--- src/rtl/icl_pkg.sv ---
package icl_pkg;
  typedef enum logic [2:0] {
    TS_RUN    = 3'd0,
    TS_SEND   = 3'd1,
    TS_WRETRY = 3'd2,
    TS_WRSP   = 3'd3,
    TS_DONE   = 3'd4,
    TS_BLOCK  = 3'd5
  } thr_st_t;
endpackage

--- src/rtl/icl_tag_match.sv ---
module icl_tag_match #(
  parameter int NTHR = 2,
  parameter int AW   = 12,
  parameter int OFFW = 3,
  parameter int TIDW = 1
) (
  input  logic [AW-1:0]   fetch_pc,
  input  logic [TIDW-1:0] fetch_tid,
  input  logic [AW-1:0]   tags [NTHR],
  input  logic            lv   [NTHR],
  output logic [AW-1:0]   aligned,
  output logic            hit
);
  localparam logic [AW-1:0] OFF_MASK = AW'((1 << OFFW) - 1);

  always_comb begin
    aligned = fetch_pc & ~OFF_MASK;
    hit     = lv[fetch_tid] && (tags[fetch_tid] == aligned);
  end
endmodule

--- src/rtl/icl_retry_slot.sv ---
module icl_retry_slot #(
  parameter int AW   = 12,
  parameter int TIDW = 1,
  parameter int RIDW = 2
) (
  input  logic            clk,
  input  logic            rst,
  input  logic            park,
  input  logic [TIDW-1:0] park_tid,
  input  logic [AW-1:0]   park_addr,
  input  logic [RIDW-1:0] park_rid,
  input  logic            grant_clr,
  input  logic            retry_in,
  input  logic            squash_valid,
  input  logic [TIDW-1:0] squash_tid,
  output logic            slot_valid,
  output logic [TIDW-1:0] slot_tid,
  output logic [AW-1:0]   slot_addr,
  output logic [RIDW-1:0] slot_rid,
  output logic            blocked
);
  logic sq_hit;
  assign sq_hit = squash_valid && slot_valid && (slot_tid == squash_tid);

  always_ff @(posedge clk) begin
    if (rst) begin
      slot_valid <= 1'b0;
      slot_tid   <= '0;
      slot_addr  <= '0;
      slot_rid   <= '0;
      blocked    <= 1'b0;
    end else if (park) begin
      slot_valid <= 1'b1;
      slot_tid   <= park_tid;
      slot_addr  <= park_addr;
      slot_rid   <= park_rid;
      blocked    <= 1'b1;
    end else if (grant_clr || sq_hit) begin
      slot_valid <= 1'b0;
      blocked    <= 1'b0;
    end else if (retry_in && !slot_valid) begin
      blocked    <= 1'b0;
    end
  end
endmodule

--- src/rtl/icl_line_store.sv ---
module icl_line_store #(
  parameter int NTHR   = 2,
  parameter int TIDW   = 1,
  parameter int LINE_W = 64
) (
  input  logic              clk,
  input  logic              wr_en,
  input  logic [TIDW-1:0]   wr_tid,
  input  logic [LINE_W-1:0] wr_data,
  input  logic              rd_en,
  input  logic [TIDW-1:0]   rd_tid,
  output logic [LINE_W-1:0] rd_data
);
  logic [LINE_W-1:0] mem [NTHR];

  always_ff @(posedge clk) begin
    if (wr_en) mem[wr_tid] <= wr_data;
  end

  always_ff @(posedge clk) begin
    if (rd_en) rd_data <= mem[rd_tid];
  end
endmodule

--- src/rtl/icl_line_req.sv ---
module icl_line_req import icl_pkg::*; #(
  parameter int NTHR      = 2,
  parameter int AW        = 12,
  parameter int BLK_BYTES = 8,
  parameter int RIDW      = 2,
  parameter int CNTW      = 8,
  localparam int TIDW     = (NTHR > 1) ? $clog2(NTHR) : 1,
  localparam int LINE_W   = BLK_BYTES * 8
) (
  input  logic              clk,
  input  logic              rst,
  input  logic              fetch_valid,
  input  logic [TIDW-1:0]   fetch_tid,
  input  logic [AW-1:0]     fetch_pc,
  input  logic [NTHR-1:0]   stall,
  input  logic              squash_valid,
  input  logic [TIDW-1:0]   squash_tid,
  output logic              req_valid,
  output logic [TIDW-1:0]   req_tid,
  output logic [AW-1:0]     req_addr,
  output logic [RIDW-1:0]   req_rid,
  input  logic              req_grant,
  input  logic              retry_in,
  input  logic              rsp_valid,
  input  logic [TIDW-1:0]   rsp_tid,
  input  logic [RIDW-1:0]   rsp_rid,
  input  logic [LINE_W-1:0] rsp_data,
  output logic              hit_valid,
  output logic [TIDW-1:0]   hit_tid,
  output logic [LINE_W-1:0] hit_line,
  output logic              cache_blocked,
  output logic [CNTW-1:0]   drop_count,
  output logic [3*NTHR-1:0] thr_state,
  output logic [NTHR-1:0]   line_valid
);
  localparam int OFFW = (BLK_BYTES > 1) ? $clog2(BLK_BYTES) : 1;

  thr_st_t         st_q      [NTHR];
  logic [AW-1:0]   tag_q     [NTHR];
  logic            lv_q      [NTHR];
  logic [RIDW-1:0] rid_ctr_q [NTHR];
  logic [RIDW-1:0] out_rid_q [NTHR];

  logic [AW-1:0]   aligned;
  logic            tag_hit;
  logic            slot_valid;
  logic [TIDW-1:0] slot_tid;
  logic [AW-1:0]   slot_addr;
  logic [RIDW-1:0] slot_rid;

  logic fetch_run, do_hit, do_issue, do_resend;
  logic sq_on_req, park, grant_clr, rsp_ok;

  icl_tag_match #(.NTHR(NTHR), .AW(AW), .OFFW(OFFW), .TIDW(TIDW)) u_match (
    .fetch_pc (fetch_pc),
    .fetch_tid(fetch_tid),
    .tags     (tag_q),
    .lv       (lv_q),
    .aligned  (aligned),
    .hit      (tag_hit)
  );

  always_comb begin
    fetch_run = fetch_valid && (st_q[fetch_tid] == TS_RUN) && !stall[fetch_tid]
                && !(squash_valid && (squash_tid == fetch_tid));
    do_hit    = fetch_run && tag_hit;
    do_issue  = fetch_run && !tag_hit && !cache_blocked && !req_valid;
    do_resend = retry_in && slot_valid && !req_valid;
    sq_on_req = req_valid && squash_valid && (squash_tid == req_tid);
    park      = req_valid && !req_grant && !sq_on_req;
    grant_clr = req_valid && req_grant;
    rsp_ok    = rsp_valid && (st_q[rsp_tid] == TS_WRSP)
                && (rsp_rid == out_rid_q[rsp_tid])
                && !(squash_valid && (squash_tid == rsp_tid));
  end

  icl_retry_slot #(.AW(AW), .TIDW(TIDW), .RIDW(RIDW)) u_slot (
    .clk         (clk),
    .rst         (rst),
    .park        (park),
    .park_tid    (req_tid),
    .park_addr   (req_addr),
    .park_rid    (req_rid),
    .grant_clr   (grant_clr),
    .retry_in    (retry_in),
    .squash_valid(squash_valid),
    .squash_tid  (squash_tid),
    .slot_valid  (slot_valid),
    .slot_tid    (slot_tid),
    .slot_addr   (slot_addr),
    .slot_rid    (slot_rid),
    .blocked     (cache_blocked)
  );

  icl_line_store #(.NTHR(NTHR), .TIDW(TIDW), .LINE_W(LINE_W)) u_store (
    .clk    (clk),
    .wr_en  (rsp_ok),
    .wr_tid (rsp_tid),
    .wr_data(rsp_data),
    .rd_en  (do_hit),
    .rd_tid (fetch_tid),
    .rd_data(hit_line)
  );

  // Request port, hit flag and drop counter
  always_ff @(posedge clk) begin
    if (rst) begin
      req_valid  <= 1'b0;
      req_tid    <= '0;
      req_addr   <= '0;
      req_rid    <= '0;
      hit_valid  <= 1'b0;
      hit_tid    <= '0;
      drop_count <= '0;
    end else begin
      req_valid <= do_issue || do_resend;
      if (do_issue) begin
        req_tid  <= fetch_tid;
        req_addr <= aligned;
        req_rid  <= rid_ctr_q[fetch_tid];
      end else if (do_resend) begin
        req_tid  <= slot_tid;
        req_addr <= slot_addr;
        req_rid  <= slot_rid;
      end
      hit_valid <= do_hit;
      if (do_hit) hit_tid <= fetch_tid;
      if (rsp_valid && !rsp_ok) drop_count <= drop_count + CNTW'(1);
    end
  end

  // Per-thread state, tag, valid bit and identifiers
  for (genvar t = 0; t < NTHR; t++) begin : g_thr
    localparam logic [TIDW-1:0] TID = TIDW'(t);
    logic sq_t, issue_t, rsp_t, req_t;
    assign sq_t    = squash_valid && (squash_tid == TID);
    assign issue_t = do_issue && (fetch_tid == TID);
    assign rsp_t   = rsp_ok && (rsp_tid == TID);
    assign req_t   = req_valid && (req_tid == TID);

    always_ff @(posedge clk) begin
      if (rst) begin
        st_q[t]      <= TS_RUN;
        tag_q[t]     <= '0;
        lv_q[t]      <= 1'b0;
        rid_ctr_q[t] <= '0;
        out_rid_q[t] <= '0;
      end else begin
        if (issue_t) begin
          tag_q[t]     <= aligned;
          lv_q[t]      <= 1'b0;
          rid_ctr_q[t] <= rid_ctr_q[t] + RIDW'(1);
          out_rid_q[t] <= rid_ctr_q[t];
        end else if (rsp_t) begin
          lv_q[t] <= 1'b1;
        end

        if (sq_t) begin
          st_q[t] <= TS_RUN;
        end else begin
          unique case (st_q[t])
            TS_RUN: begin
              if (stall[t])     st_q[t] <= TS_BLOCK;
              else if (issue_t) st_q[t] <= TS_SEND;
            end
            TS_SEND: begin
              if (req_t) st_q[t] <= req_grant ? TS_WRSP : TS_WRETRY;
            end
            TS_WRETRY: begin
              if (req_t && req_grant) st_q[t] <= TS_WRSP;
            end
            TS_WRSP: begin
              if (rsp_t) st_q[t] <= stall[t] ? TS_BLOCK : TS_DONE;
            end
            TS_DONE:  st_q[t] <= stall[t] ? TS_BLOCK : TS_RUN;
            TS_BLOCK: if (!stall[t]) st_q[t] <= TS_RUN;
            default:  st_q[t] <= TS_RUN;
          endcase
        end
      end
    end

    assign thr_state[3*t +: 3] = st_q[t];
    assign line_valid[t]       = lv_q[t];
  end
endmodule

--- config.mk ---
export PLATFORM = sky130hd
export DESIGN_NAME = icl_line_req
export DESIGN_NICKNAME = d
export VERILOG_FILES = /design/src/rtl/icl_pkg.sv /design/src/rtl/icl_tag_match.sv /design/src/rtl/icl_retry_slot.sv /design/src/rtl/icl_line_store.sv /design/src/rtl/icl_line_req.sv
export SDC_FILE = /design/constraint.sdc
export NUM_CORES = 1
export LEC_CHECK = 0
export BUFFER_PORTS_ARGS = -buffer_cell sky130_fd_sc_hd__buf_2
export CORE_ASPECT_RATIO = 0.9
export CORE_MARGIN = 5
export CORE_UTILIZATION = 60
export CTS_BUF_LIST = sky130_fd_sc_hd__clkbuf_4 sky130_fd_sc_hd__clkbuf_8 sky130_fd_sc_hd__clkbuf_16
export DETAILED_ROUTE_END_ITERATION = 10
export PLACE_DENSITY = 0.95
export SYNTH_ARGS = -nofsm -noshare
export SYNTH_HDL_FRONTEND = slang
export SYNTH_HIERARCHICAL = 1
export SYNTH_SLANG_ARGS = --single-unit
--- constraint.sdc ---
create_clock -name clk -period 8.9 [get_ports clk]
set_clock_uncertainty 0.05 [all_clocks]
set_input_delay 1.335 -clock clk [delete_from_list [all_inputs] [get_ports clk]]
set_output_delay 1.335 -clock clk [all_outputs]
set_load 0.01 [all_outputs]
==> results by group <==
Layout
  – Finished Cell Area: 12600 um^2
  – Commonest non-fill, non-tap cells in the layout: 206 x edfxtp_1, 184 x buf_2, 69 x dfxtp_1
  – Most common cell after layout, fill and taps aside: edfxtp_1
  – Final Non-Filler Cells: 1102
  – Layout cells sized above 1: 0.359
  – Post-layout nets: 929
  – Layout area overhead: 16.9%
  – FF+latch area: 7570 um^2
  – Multi-input gate area: 2890 um^2
  – Fillers: 1073

Route
  – Vias post-DR: 6244
  – Top Layer Used: met4
  – M1 WL: 8.84 mm
  – Residual DRC count: 0
  – Met2 WL post-DR: 12.1 mm
  – Avg WL per Cell: 21.4 um
  – Vias/cell: 5.67
  – DRT antenna net count: 0
  – 1st-pass router iterations: 5
  – 1st-iter DRT viols: 450
  – Met3 WL: 2.16 mm
  – Post-Route WL: 23.6 mm

CTS
  – Longest Clk Path Bufs: 3
  – Hold_buf cts: 0
  – Skew-Pair Late Insertion Delay: 0.54 ns
  – Root Buffer Master: clkbuf_16
  – TritonCTS Buffers: 27
  – Number of gates resized after cts: 0
  – Clock transition at path regs: 0.06 ns
  – Clock sink count: 275
  – H-tree levels: 1
  – CTS tree: yes
  – # Post-CTS Setup Buffers: 0

STA
  – Sum Neg Setup Slack: 0 ns
  – Slew Viols, Final: 0
  – Worst Tran Pin Value: 1.27 ns
  – Final setup violation count: 0
  – Slew headroom: 0.141
  – Unrepaired setup endpoints after global routing: no
  – Fmax: 0.229 GHz
  – Final hold vios: 0
  – Min Clock Period, post-route: 4.36 ns
  – Final period utilization: 0.490

Die
  – Die Ht: 137 um
  – # IOs: 189
  – Cell Rows: 46
  – Initial Utilization: 0.610
  – DIE AREA: 20800 um^2
  – Core Footprint: 17700 um^2
  – Die W: 151 um

Global routing
  – First-pass GRT wire length: 35.0 mm
  – GRT overflow: 0
  – Pin count of the biggest net entering global routing: 65
  – Antenna violations before repair: 4
  – GRT Overall Usage: 0.222
  – Number of global-route vias before repair: 6309

Setup path
  – Critical path required time: 9.04 ns
  – Nature of the critical path endpoint: register
  – CP max stage delay: 1.02 ns
  – Crit-path slowest cell: a41oi_1
  – Setup crit start kind: input port
  – Worst-path cell chain: buf_4 -> mux2i_1 -> xor2_1 -> nand4_1 -> nor4_2 -> nor4b_1 -> a41oi_1 -> inv_1
  – Worst EP arrival: 4.51 ns
  – CP Max Fanout: 41
  – CP Class: input port to register

Synthesis
  – Syn Inst Count: 660
  – Synth Area in Compound Gates: 0.0461
  – Xor/xnor cell area share of the yosys netlist: 0.0146
  – FF+latch count, synth: 275
  – Synthesis Warnings: 6
  – Adder-cell share of the synthesized area: 0.00116
  – Netlist Area Pre-Place: 10800 um^2
  – Avg Inst Size Synth: 16.3 um^2
  – Synth top area cells: edfxtp_1 57%, dfxtp_1 13%, mux2_4 8.4%, mux2i_1 5.2%, nor2_1 1.8%
  – Yosys top cell by area: edfxtp_1
  – Yosys cell types: 58
  – Post-synth top area share: 0.573
  – Post-synth EDFFs: 206
  – Main combinational cell family by area after synthesis: multiplexers
  – Ys async rst share: 0
  – Multiplexer share of the synthesized area: 0.141
  – Post-synthesis sequential area ratio: 0.702
  – Post-Synth Simple-Gate Area: 0.0621
  – Top_reg_cell synth: edfxtp_1

Job
  – Max-cap viol count: 0

Placed design
  – GP Congestion: 0.844
  – Placed Instances: 1049
  – IO Port Bufs: 185
  – Dpl hpwl: 15.0 mm
  – Placed Instance Area: 11700 um^2

Worst hold path
  – Path category of the worst min-delay check: register to register

Run status
  – Status: finished clean

Pwr
  – Peak supply drop: 0.000169 V
  – PwrDens: 210 nW/um^2
  – Leakage: 4.97 nW
## sequential cells by signal, summed over array words and instances, names as in the netlist, 2 cells and up
| name | flops |
|---|---|
| drop_count | 8 |
| line_valid | 2 |
| out_rid_q | 4 |
| req_addr | 12 |
| req_rid | 2 |
| rid_ctr_q | 4 |
| st_q | 6 |
| tag_q | 24 |
| u_slot/slot_addr | 12 |
| u_slot/slot_rid | 2 |
| u_store/mem | 128 |
| u_store/rd_data | 64 |
## cell families after synthesis
kind of cell	Yosys count
DFF	275
and+or+nand+nor	127
muxes	121
AOI/OAI and AO/OA	68
buffers and inverters	49
xor gates and xnor gates	18
adders and majority gates	1
other	1
## worst max-delay path, delay by kind of cell
| family | cells | cell delay [ns] |
|---|---|---|
| mux | 1 | 0.31 |
| xor+xnor | 1 | 0.20 |
| buf+inv | 2 | 0.83 |
| simple gates | 3 | 0.81 |
| compound gates | 1 | 1.02 |
## per-stage QoR
step | total power, W | setup slack (ns) | utilization | hold slack (ns)
after global routing | 0.00274 | 4.36 | 0.714 | 0.443
after floorplan | 0.00153 | 2.72 | - | 0.399
final | 0.00265 | 4.54 | 0.714 | 0.436
after global placement | 0.00158 | 4.18 | 0.665 | 0.411
after CTS | 0.00267 | 4.62 | 0.713 | 0.432
after detailed placement | 0.00158 | 4.09 | 0.665 | 0.418
## cells in the mapped netlist (5+ instances only)
cell type    n
a211oi_1    16
a21oi_1     16
a22o_1      13
and2_1       6
buf_12       6
buf_4       14
clkbuf_1    15
dfxtp_1     69
edfxtp_1   206
inv_1        6
mux2_2       5
mux2_4      60
mux2i_1     56
nand2_1     11
nand3_1      8
nand4_1      5
nor2_1      53
nor2b_1      8
nor3_1       7
o21ai_0      5
xnor2_1      7
xor2_1      11
## cell type report
cell class / instances / area share
sequential: 275 / 0.600
tap: 240 / 0.0238
antenna: 5 / 0.000992
multi-input combinational: 338 / 0.229
clock buffer: 36 / 0.0618
inverter: 6 / 0.00179
clock inverter: 12 / 0.00605
timing repair buffer: 190 / 0.0766
## power breakdown
part | switching, W | total [W] | internal [W]
clock network | 0.000471 | 0.00109 | 0.000619
registers | 0.0000197 | 0.00141 | 0.00139
logic | 0.0000819 | 0.000147 | 0.0000654
total | 0.000573 | 0.00265 | 0.00208
## path summary, 6_finish.rpt
kind                   from         endpoint  slack, ns  cells past startpoint
setup reg to reg   tag_q[7]  out_rid_q[1][0]       5.67                      7
hold reg to reg   tag_q[10]        tag_q[10]       0.44                      1
hold / removal    tag_q[10]        tag_q[10]       0.44                      1
setup / recovery  fetch_tid  out_rid_q[1][0]       4.54                      8
## per-layer routing
layer / vias to the layer above / track usage
met5: - / 0
met4: 0 / 0.0569
met3: 30 / 0.0533
met2: 275 / 0.399
met1: 3092 / 0.270
li1: 2847 / -
No activity file was read; power rests on OpenSTA's default activity.
